<file path="src/rtl/wake_seq_pkg.sv">
package wake_seq_pkg;

    typedef enum logic [1:0] {
        PH_IDLE   = 2'd0,
        PH_SLEEP  = 2'd1,
        PH_HOST   = 2'd2,
        PH_SETTLE = 2'd3
    } phase_e;

    localparam logic [3:0] ADR_CTRL     = 4'h1;
    localparam logic [3:0] ADR_SLEEP_HI = 4'h4;
    localparam logic [3:0] ADR_SLEEP_LO = 4'h5;
    localparam logic [3:0] ADR_HOST     = 4'h6;
    localparam logic [3:0] ADR_SETTLE_HI = 4'h7;
    localparam logic [3:0] ADR_SETTLE_LO = 4'h8;

    typedef struct packed {
        logic        en;
        logic [1:0]  psel;
        logic [15:0] sleep_cnt;
        logic [7:0]  host_cnt;
        logic [15:0] settle_cnt;
    } cfg_t;

endpackage

</file>
<file path="src/rtl/wake_seq_regs.sv">
module wake_seq_regs
    import wake_seq_pkg::*;
(
    input  logic       clk,
    input  logic       rst_n,
    input  logic       wr_en,
    input  logic [3:0] wr_addr,
    input  logic [7:0] wr_data,
    output cfg_t       cfg_o
);

    cfg_t cfg_d, cfg_q;

    always_comb begin
        cfg_d = cfg_q;
        if (wr_en) begin
            case (wr_addr)
                ADR_CTRL: begin
                    cfg_d.en   = wr_data[0];
                    cfg_d.psel = wr_data[2:1];
                end
                ADR_SLEEP_HI:  cfg_d.sleep_cnt[15:8]  = wr_data;
                ADR_SLEEP_LO:  cfg_d.sleep_cnt[7:0]   = wr_data;
                ADR_HOST:      cfg_d.host_cnt         = wr_data;
                ADR_SETTLE_HI: cfg_d.settle_cnt[15:8] = wr_data;
                ADR_SETTLE_LO: cfg_d.settle_cnt[7:0]  = wr_data;
                default: ;
            endcase
        end
    end

    always_ff @(posedge clk or negedge rst_n) begin
        if (!rst_n) cfg_q <= '0;
        else        cfg_q <= cfg_d;
    end

    assign cfg_o = cfg_q;


    host_write_chk: assert property (@(posedge clk) disable iff (!rst_n)
        (wr_en && wr_addr == ADR_HOST) |=> (cfg_q.host_cnt == $past(wr_data)));

endmodule

</file>
<file path="src/rtl/wake_seq_tick.sv">
module wake_seq_tick #(
    parameter int TICK_CYCLES = 12,
    parameter int PRE_SHIFT   = 2
) (
    input  logic       clk,
    input  logic       rst_n,
    input  logic       run,
    input  logic       restart,
    input  logic [1:0] psel,
    output logic       base_tick,
    output logic       slow_tick
);

    localparam int DW = (TICK_CYCLES > 2) ? $clog2(TICK_CYCLES) : 1;
    localparam int PW = PRE_SHIFT * 3;
    localparam logic [DW-1:0] DIV_MAX = DW'(TICK_CYCLES - 1);

    typedef struct packed {
        logic [DW-1:0] div;
        logic [PW-1:0] pre;
    } tick_t;

    tick_t t_d, t_q;
    logic [PW:0]   one_sh;
    logic [PW-1:0] pre_lim;

    always_comb begin
        one_sh    = (PW+1)'(1) << (PRE_SHIFT * int'(psel));
        pre_lim   = PW'(one_sh - 1'b1);
        base_tick = run && (t_q.div == DIV_MAX);
        slow_tick = base_tick && (t_q.pre == pre_lim);
        t_d       = t_q;
        if (!run || restart) begin
            t_d = '0;
        end else if (base_tick) begin
            t_d.div = '0;
            t_d.pre = slow_tick ? '0 : t_q.pre + 1'b1;
        end else begin
            t_d.div = t_q.div + 1'b1;
        end
    end

    always_ff @(posedge clk or negedge rst_n) begin
        if (!rst_n) t_q <= '0;
        else        t_q <= t_d;
    end


    slow_on_base_chk: assert property (@(posedge clk) disable iff (!rst_n)
        slow_tick |-> base_tick);

endmodule

</file>
<file path="src/rtl/wake_seq_fsm.sv">
module wake_seq_fsm
    import wake_seq_pkg::*;
(
    input  logic clk,
    input  logic rst_n,
    input  cfg_t cfg,
    input  logic base_tick,
    input  logic slow_tick,
    output logic run,
    output logic restart,
    output logic wake_n,
    output logic pwr_down,
    output logic rx_en
);

    typedef struct packed {
        phase_e      ph;
        logic [15:0] cnt;
        logic        rx;
    } seq_t;

    seq_t s_d, s_q;
    logic tick_sel;

    always_comb begin
        s_d      = s_q;
        s_d.rx   = 1'b0;
        restart  = 1'b0;
        tick_sel = (s_q.ph == PH_SLEEP) ? slow_tick : base_tick;
        if (!cfg.en) begin
            s_d.ph  = PH_IDLE;
            s_d.cnt = '0;
        end else if (s_q.ph == PH_IDLE) begin
            s_d.ph  = PH_SLEEP;
            s_d.cnt = cfg.sleep_cnt;
            restart = 1'b1;
        end else if (tick_sel) begin
            if (s_q.cnt == '0) begin
                restart = 1'b1;
                case (s_q.ph)
                    PH_SLEEP: begin
                        s_d.ph  = PH_HOST;
                        s_d.cnt = {8'h00, cfg.host_cnt};
                    end
                    PH_HOST: begin
                        s_d.ph  = PH_SETTLE;
                        s_d.cnt = cfg.settle_cnt;
                    end
                    default: begin
                        s_d.ph  = PH_SLEEP;
                        s_d.cnt = cfg.sleep_cnt;
                        s_d.rx  = 1'b1;
                    end
                endcase
            end else begin
                s_d.cnt = s_q.cnt - 1'b1;
            end
        end
    end

    always_ff @(posedge clk or negedge rst_n) begin
        if (!rst_n) s_q <= '{ph: PH_IDLE, cnt: '0, rx: 1'b0};
        else        s_q <= s_d;
    end

    assign run      = (s_q.ph != PH_IDLE);
    assign pwr_down = (s_q.ph == PH_SLEEP);
    assign wake_n   = !((s_q.ph == PH_HOST) || (s_q.ph == PH_SETTLE));
    assign rx_en    = s_q.rx;


    excl_chk: assert property (@(posedge clk) disable iff (!rst_n)
        !(pwr_down && !wake_n));


    rx_pulse_chk: assert property (@(posedge clk) disable iff (!rst_n)
        rx_en |=> !rx_en);


    rx_restart_chk: assert property (@(posedge clk) disable iff (!rst_n)
        rx_en |-> (pwr_down && wake_n));


    idle_on_clear_chk: assert property (@(posedge clk) disable iff (!rst_n)
        !cfg.en |=> (!run && wake_n && !pwr_down && !rx_en));


    wake_from_sleep_chk: assert property (@(posedge clk) disable iff (!rst_n)
        $fell(wake_n) |-> $past(pwr_down));

endmodule

</file>
<file path="src/rtl/wake_seq_top.sv">
module wake_seq_top
    import wake_seq_pkg::*;
#(
    parameter int TICK_CYCLES = 12,
    parameter int PRE_SHIFT   = 2
) (
    input  logic       clk,
    input  logic       rst_n,
    input  logic       wr_en,
    input  logic [3:0] wr_addr,
    input  logic [7:0] wr_data,
    output logic       wake_n,
    output logic       pwr_down,
    output logic       rx_en
);

    cfg_t cfg;
    logic base_tick, slow_tick, run, restart;

    wake_seq_regs u_regs (
        .clk     (clk),
        .rst_n   (rst_n),
        .wr_en   (wr_en),
        .wr_addr (wr_addr),
        .wr_data (wr_data),
        .cfg_o   (cfg)
    );

    wake_seq_tick #(
        .TICK_CYCLES (TICK_CYCLES),
        .PRE_SHIFT   (PRE_SHIFT)
    ) u_tick (
        .clk       (clk),
        .rst_n     (rst_n),
        .run       (run),
        .restart   (restart),
        .psel      (cfg.psel),
        .base_tick (base_tick),
        .slow_tick (slow_tick)
    );

    wake_seq_fsm u_fsm (
        .clk       (clk),
        .rst_n     (rst_n),
        .cfg       (cfg),
        .base_tick (base_tick),
        .slow_tick (slow_tick),
        .run       (run),
        .restart   (restart),
        .wake_n    (wake_n),
        .pwr_down  (pwr_down),
        .rx_en     (rx_en)
    );

endmodule

</file>
<file path="config.mk">
export PLATFORM = sky130hd
export DESIGN_NAME = wake_seq_top
export DESIGN_NICKNAME = d
export VERILOG_FILES = /design/src/rtl/wake_seq_pkg.sv /design/src/rtl/wake_seq_regs.sv /design/src/rtl/wake_seq_tick.sv /design/src/rtl/wake_seq_fsm.sv /design/src/rtl/wake_seq_top.sv
export SDC_FILE = /design/constraint.sdc
export NUM_CORES = 1
export LEC_CHECK = 0
export BUFFER_PORTS_ARGS = -buffer_cell sky130_fd_sc_hd__buf_2
export CORE_UTILIZATION = 55
export CTS_CLUSTER_DIAMETER = 40
export CTS_CLUSTER_SIZE = 8
export DETAILED_ROUTE_END_ITERATION = 6
export PLACE_DENSITY_LB_ADDON = 0.12
export SLEW_MARGIN = 25
export SYNTH_ARGS = -nofsm -noshare
export SYNTH_HDL_FRONTEND = slang
export SYNTH_SLANG_ARGS = --single-unit
</file>
<file path="constraint.sdc">
create_clock -name clk -period 2 [get_ports clk]
set_input_delay 0.2 -clock clk [delete_from_list [all_inputs] [get_ports clk]]
set_output_delay 0.2 -clock clk [all_outputs]
set_load 0.02 [all_outputs]
</file>
Yosys cells after proc, flatten, opt, wreduce, memory -nomap -nowiden
Cells that the tools add are included.

Bits of input ports: 15. Output and inout port bits: 3. Register bits: 72. Logic and storage cells: 67.

Shift-type cells: 1. $add $sub $neg: 4. Muxes and demuxes: 19. Equality and inequality tests: 13. Reduce and logical (&&, ||, !) cells: 18.

Operator list (count): $mux 18 (2); $pmux 18 s2 (1); $mux 19 (1); $eq 4x3->1 const B (4); $logic_not 16->1 (1); $mux 16 (1); $sub 16x1->16 const B (1); $reduce_and 2->1 (7); $mux 6 (2); $mux 10 (1); $mux 1 (9); $eq 4x4->1 const B (2); $add 6x1->6 const B (1); $eq 6x6->1 (1); $ne 3x1->1 const B (2); $shl 1x3->6 const A (1); $sub 6x1->6 const B (1); $add 4x1->4 const B (1); $eq 2x2->1 const B (2); $eq 4x1->1 const B (1); $mux 4 (1); $reduce_bool 2->1 (2); $eq 2x1->1 const B (1); $logic_and 1x1->1 (2); 5 further kinds (7).

Logic depth before layout (Yosys ltp)
Word-level depth: 10. Mapped depth: 10. Gate-level depth less buffers: 8.

Hierarchy
From an unflattened synthesis, not the netlist that was laid out.

Cells, all modules: 409. Area total of the unflattened synthesis: 4214.0 um2.

By module, submodules not included: wake_seq_fsm (area an instance 1918.1 um2, cells each 251, seq. area each 475.5 um2, times used 1); wake_seq_regs (area an instance 1716.6 um2, cells each 97, seq. area each 1076.0 um2, times used 1); wake_seq_tick (area an instance 579.3 um2, cells each 61, seq. area each 250.2 um2, times used 1).

Worst setup path after synthesis
OpenSTA, ideal clock, no wires.

Kind: register to register. From: register u_fsm.s_q[18] in the netlist's numbering. To: register u_tick.t_q[2] in the netlist's numbering. Data arrival time: 1922 ps. Period minus slack after synthesis: 1988 ps. Path slack: 12 ps. Stages on the path, launching flop included: 8. Data required time: 1934 ps. Path buffers: 1. Setup time: 66 ps. Cell sequence: dfrtp_1 -> inv_1 -> ha_1 -> clkbuf_1 -> inv_1 -> a311o_1 -> nor2_1 -> a22o_1.

Elaborated cells between the ends (all ways): 15.

RTL lines: start: declaration (line wake_seq_fsm.sv:22) `seq_t s_d, s_q;`; start signal: assignment (line wake_seq_fsm.sv:62) `if (!rst_n) s_q <= '{ph: PH_IDLE, cnt: '0, rx: 1'b0};`; $eq 2x1->1 (*); net pwr_down (line wake_seq_top.sv:13) `output logic pwr_down,`; $mux 1 (*) (line wake_seq_fsm.sv:29) `tick_sel = (s_q.ph == PH_SLEEP) ? slow_tick : base_tick;`; $mux 1 (*) (line wake_seq_fsm.sv:37) `end else if (tick_sel) begin`; $mux 1 (*) (line wake_seq_fsm.sv:33) `end else if (s_q.ph == PH_IDLE) begin`; $mux 1 (*) (line wake_seq_fsm.sv:30) `if (!cfg.en) begin`; $logic_or 1x1->1 (*) (line wake_seq_tick.sv:33) `if (!run || restart) begin`; $mux 10 / $reduce_bool 2->1 (equally long branches); end signal: assignment (line wake_seq_tick.sv:45) `else t_q <= t_d;`; end: declaration (line wake_seq_tick.sv:23) `tick_t t_d, t_q;`.

Mark *: on every way through the listed nets, which the timed path passes. The rest lies on a longest branch. The select of a mux whose other input is x is not followed. A chain may end at the register's enable or synchronous reset.

Final worst setup path
From: register u_tick.t_q[4] in the netlist's numbering. To: register u_fsm.s_q[14] in the netlist's numbering.

Longest elaborated chain between the ends: 4.

RTL lines: $eq 6x6->1 (line wake_seq_tick.sv:31) `slow_tick = base_tick && (t_q.pre == pre_lim);`; $logic_and 1x1->1 (line wake_seq_tick.sv:31); $mux 1 (line wake_seq_fsm.sv:29); $ne 3x1->1 (no source line).

Every way passes these cells.

==> results.ini <==
[worst_hold_path]
hold_start=wr_data[3]
holdPathEnd=u_regs.cfg_o[11]$_DFFE_PN0P_
holdPathStages=2
hold_path.class=primary input to register

[timing]
post-route-period-util_pct=97.4
fin_skew_ns=0.00955
setup_tns_ns=0
max-slew-margin-rel_pct=65.1
holdWs_ns=0.136
maxSlewViolCount=0
rsz0062_at_grt=yes
tightest_slew_ns=0.523
hold_viol=0
fin_ws_ns=0.0524
clock.fmax_ghz=0.513
period_needed_ns=1.95
setup_violations=0

[pwr]
pwr-share-comb_pct=41.2
seqPwrFrac_pct=35.9
p_total_mw=5.54
p_leak_nw=2.10
power_density_nw_per_um2=1160
sw_frac_of_total_pct=36.9
switchingPower_mw=2.04
clkPwrFrac_pct=22.9
max-vdd-ir-drop_mv=0.846
p_int_mw=3.49

[yosys]
synth_fp_nets=404
post-synth-top-count-cell=dfrtp_1
yosys_most_used_dff=dfrtp_1
synth.ff_latch_count=72
netlist_instances=381
synthTopCellsByArea=dfrtp_1 46%, mux2_2 12%, nand2_1 3.4%, o21ai_0 3.4%, a22oi_1 2.9%
synth_cell_types=60
netlist.area_leader.share_pct=46.4
ys_seq_area_share_pct=46.4
post_synth_instance_area_sq_um=3880
synth_edf_count=0
ys_warn_count=0
synth_area_leader_cell=dfrtp_1
syn_avg_cell_area_sq_um=10.2
async_flop_share_pct=100
netlist_top_cells_count=72 x dfrtp_1, 43 x mux2_2, 35 x nand2_1, 26 x o21ai_0, 23 x nor2_1

[clocking]
clk_latency_ns=0.35
clk_pin_slew_ns=0.08
cts_buffer_depth=2
cts_tree=yes
cts_root_buffer=clkbuf_8
htreeDepth=3
cts.sinks=72
cts_buffers=9

[status]
status=finished, final reports clean

[setup_path]
reg2reg_from=u_tick.t_q[4]$_DFFE_PN0P_
rr_worst_depth=8
regToRegEndpoint=u_fsm.s_q[14]$_DFFE_PN0P_
cp_max_fo=5
r2r_setup_slack_ns=0.05
required_ns=2.28
critical_path_class=register to register
endpoint_kind=register
startpoint_type=register
arrival_ns=2.22

[drt]
drtIter0Drc=221
via_per_inst=5.87
wire_per_inst_microns=17.2
route.detailed.drc=0
routed_wl_microns=9430
routed-via-count=3215
ant_nets=0
dr.pass1.iters=4

[grt]
gr-total-overflow=0
grt_pass1_vias=3101
grt_max_degree=73
track_usage_pct=27.0
antenna_found_initial=0
grt_pass1_wl_microns=15100

[die]
rows=30
dieArea_sq_um=7400
initial_core_util_pct=57.1
die_w_microns=86.0
coreArea_sq_um=6790
die_h_microns=86.0
ios=18

[placement]
dp_hpwl_microns=6620
place.gp.congestion=0.954
dp_worst_setup_slack_ns=-0.00393
placed_cells=527
port_buffers=17

[finish]
insertedDiodeCount=0
nets=471
layout-drive-gt1-share_pct=35.2
instances_no_fill=548
areaGrowthSynthToFinish_pct=23.4
final.fill_count=516

[job]
maxCapViolCount=0

layout by cell type, fill, tap and decap left out, drive strengths merged, types with 5 or more instances in the layout:
master / synthesis / routed
buf: 6 / 73
dfrtp: 72 / 72
mux2: 43 / 43
o21ai: 42 / 42
nand2: 35 / 35
nor2: 24 / 24
a21oi: 19 / 19
a22oi: 15 / 15
inv: 12 / 13
nand3: 11 / 11
nor3: 10 / 10
clkbuf: 12 / 9
nor2b: 8 / 8
ha: 8 / 8
a22o: 6 / 6
and3: 5 / 5
worst max-delay path: stages (launching register included):
cell and delay (ns):
dfrtp_1 0.43, a211o_1 0.27, and3_4 0.20, a311oi_4 0.35, buf_6 0.17, buf_12 0.11
o21ai_2 0.05, o2bb2ai_1 0.14, o21ai_1 0.14
worst max-delay path by stage:
stage	from	endpoint	depth (start not counted)
2_1_floorplan	u_fsm.s_q[18]$_DFFE_PN0P_	u_tick.t_q[2]$_DFFE_PN0P_	7
3_3_place_gp	u_regs.cfg_o[40]$_DFFE_PN0P_	u_fsm.s_q[11]$_DFFE_PN0P_	6
3_5_place_dp	u_tick.t_q[4]$_DFFE_PN0P_	u_fsm.s_q[11]$_DFFE_PN0P_	6
4_1_cts	u_regs.cfg_o[40]$_DFFE_PN0P_	u_fsm.s_q[8]$_DFFE_PN0P_	9
5_1_grt	u_tick.t_q[3]$_DFFE_PN0P_	u_fsm.s_q[14]$_DFFE_PN0P_	9
6_report	u_tick.t_q[4]$_DFFE_PN0P_	u_fsm.s_q[14]$_DFFE_PN0P_	8
registers in the layout, summed over array words and instances (netlist names):
| name | cells |
|---|---|
| u_tick.t_q | 10 |
| u_regs.cfg_o | 43 |
| u_fsm.s_q | 18 |
| u_fsm.rx_en | 1 |
logic make-up after synthesis:
logic type                 share of synthesized area, %
buffers and inverters                              3.42
muxes                                              13.2
adders and majority gates                          2.58
and+or+nand+nor                                    15.3
DFF                                                46.4
AOI/OAI and AO/OA                                  18.6
xor gates and xnor gates                          0.451
metrics by stage:
step,area (sq um),utilization (%)
2_1_floorplan,3880,-
3_3_place_gp,4420,65.0
3_5_place_dp,4420,65.0
4_1_cts,4650,68.4
5_1_grt,4790,70.5
6_report,4790,70.5
what timing repair did:
action / 4_1_cts / 5_1_grt
cloned: 0 / 1
hold buffers: 1 / 0
endpoints found under the hold margin: 72 / 0
setup buffers: 0 / 4
pin swaps: 0 / 15
gates resized for setup: 1 / 21
setup endpoints to repair: 6 / 21
power groups by stage:
stage	logic [mW]	registers [mW]	clock network (mW)
global route	2.49	2.02	1.35
CTS	2.13	1.98	1.29
global placement	2.09	1.99	0
floorplan	1.31	1.97	0
finish	2.28	1.99	1.27
detailed placement	2.13	2.01	0
layout make-up:
| cell class | count | area [sq um] | area share [%] |
|---|---|---|---|
| clock inverters | 6 | 93.8 | 1.96 |
| inverters | 12 | 45.0 | 0.940 |
| well taps | 96 | 120 | 2.51 |
| flip-flops and latches | 72 | 1800 | 37.6 |
| repair buffers | 74 | 571 | 11.9 |
| clock buffers | 9 | 124 | 2.59 |
| multi-input cells | 279 | 2030 | 42.5 |
layer usage:
| layer | part of all wire [%] | track usage, % |
|---|---|---|
| met1 | 44 | 35.5 |
| met2 | 51 | 45.2 |
| met3 | 5.0 | 5.97 |
| met4 | 0.79 | 6.97 |
| met5 | 0 | 0 |
(Power assumes the default switching activity.)
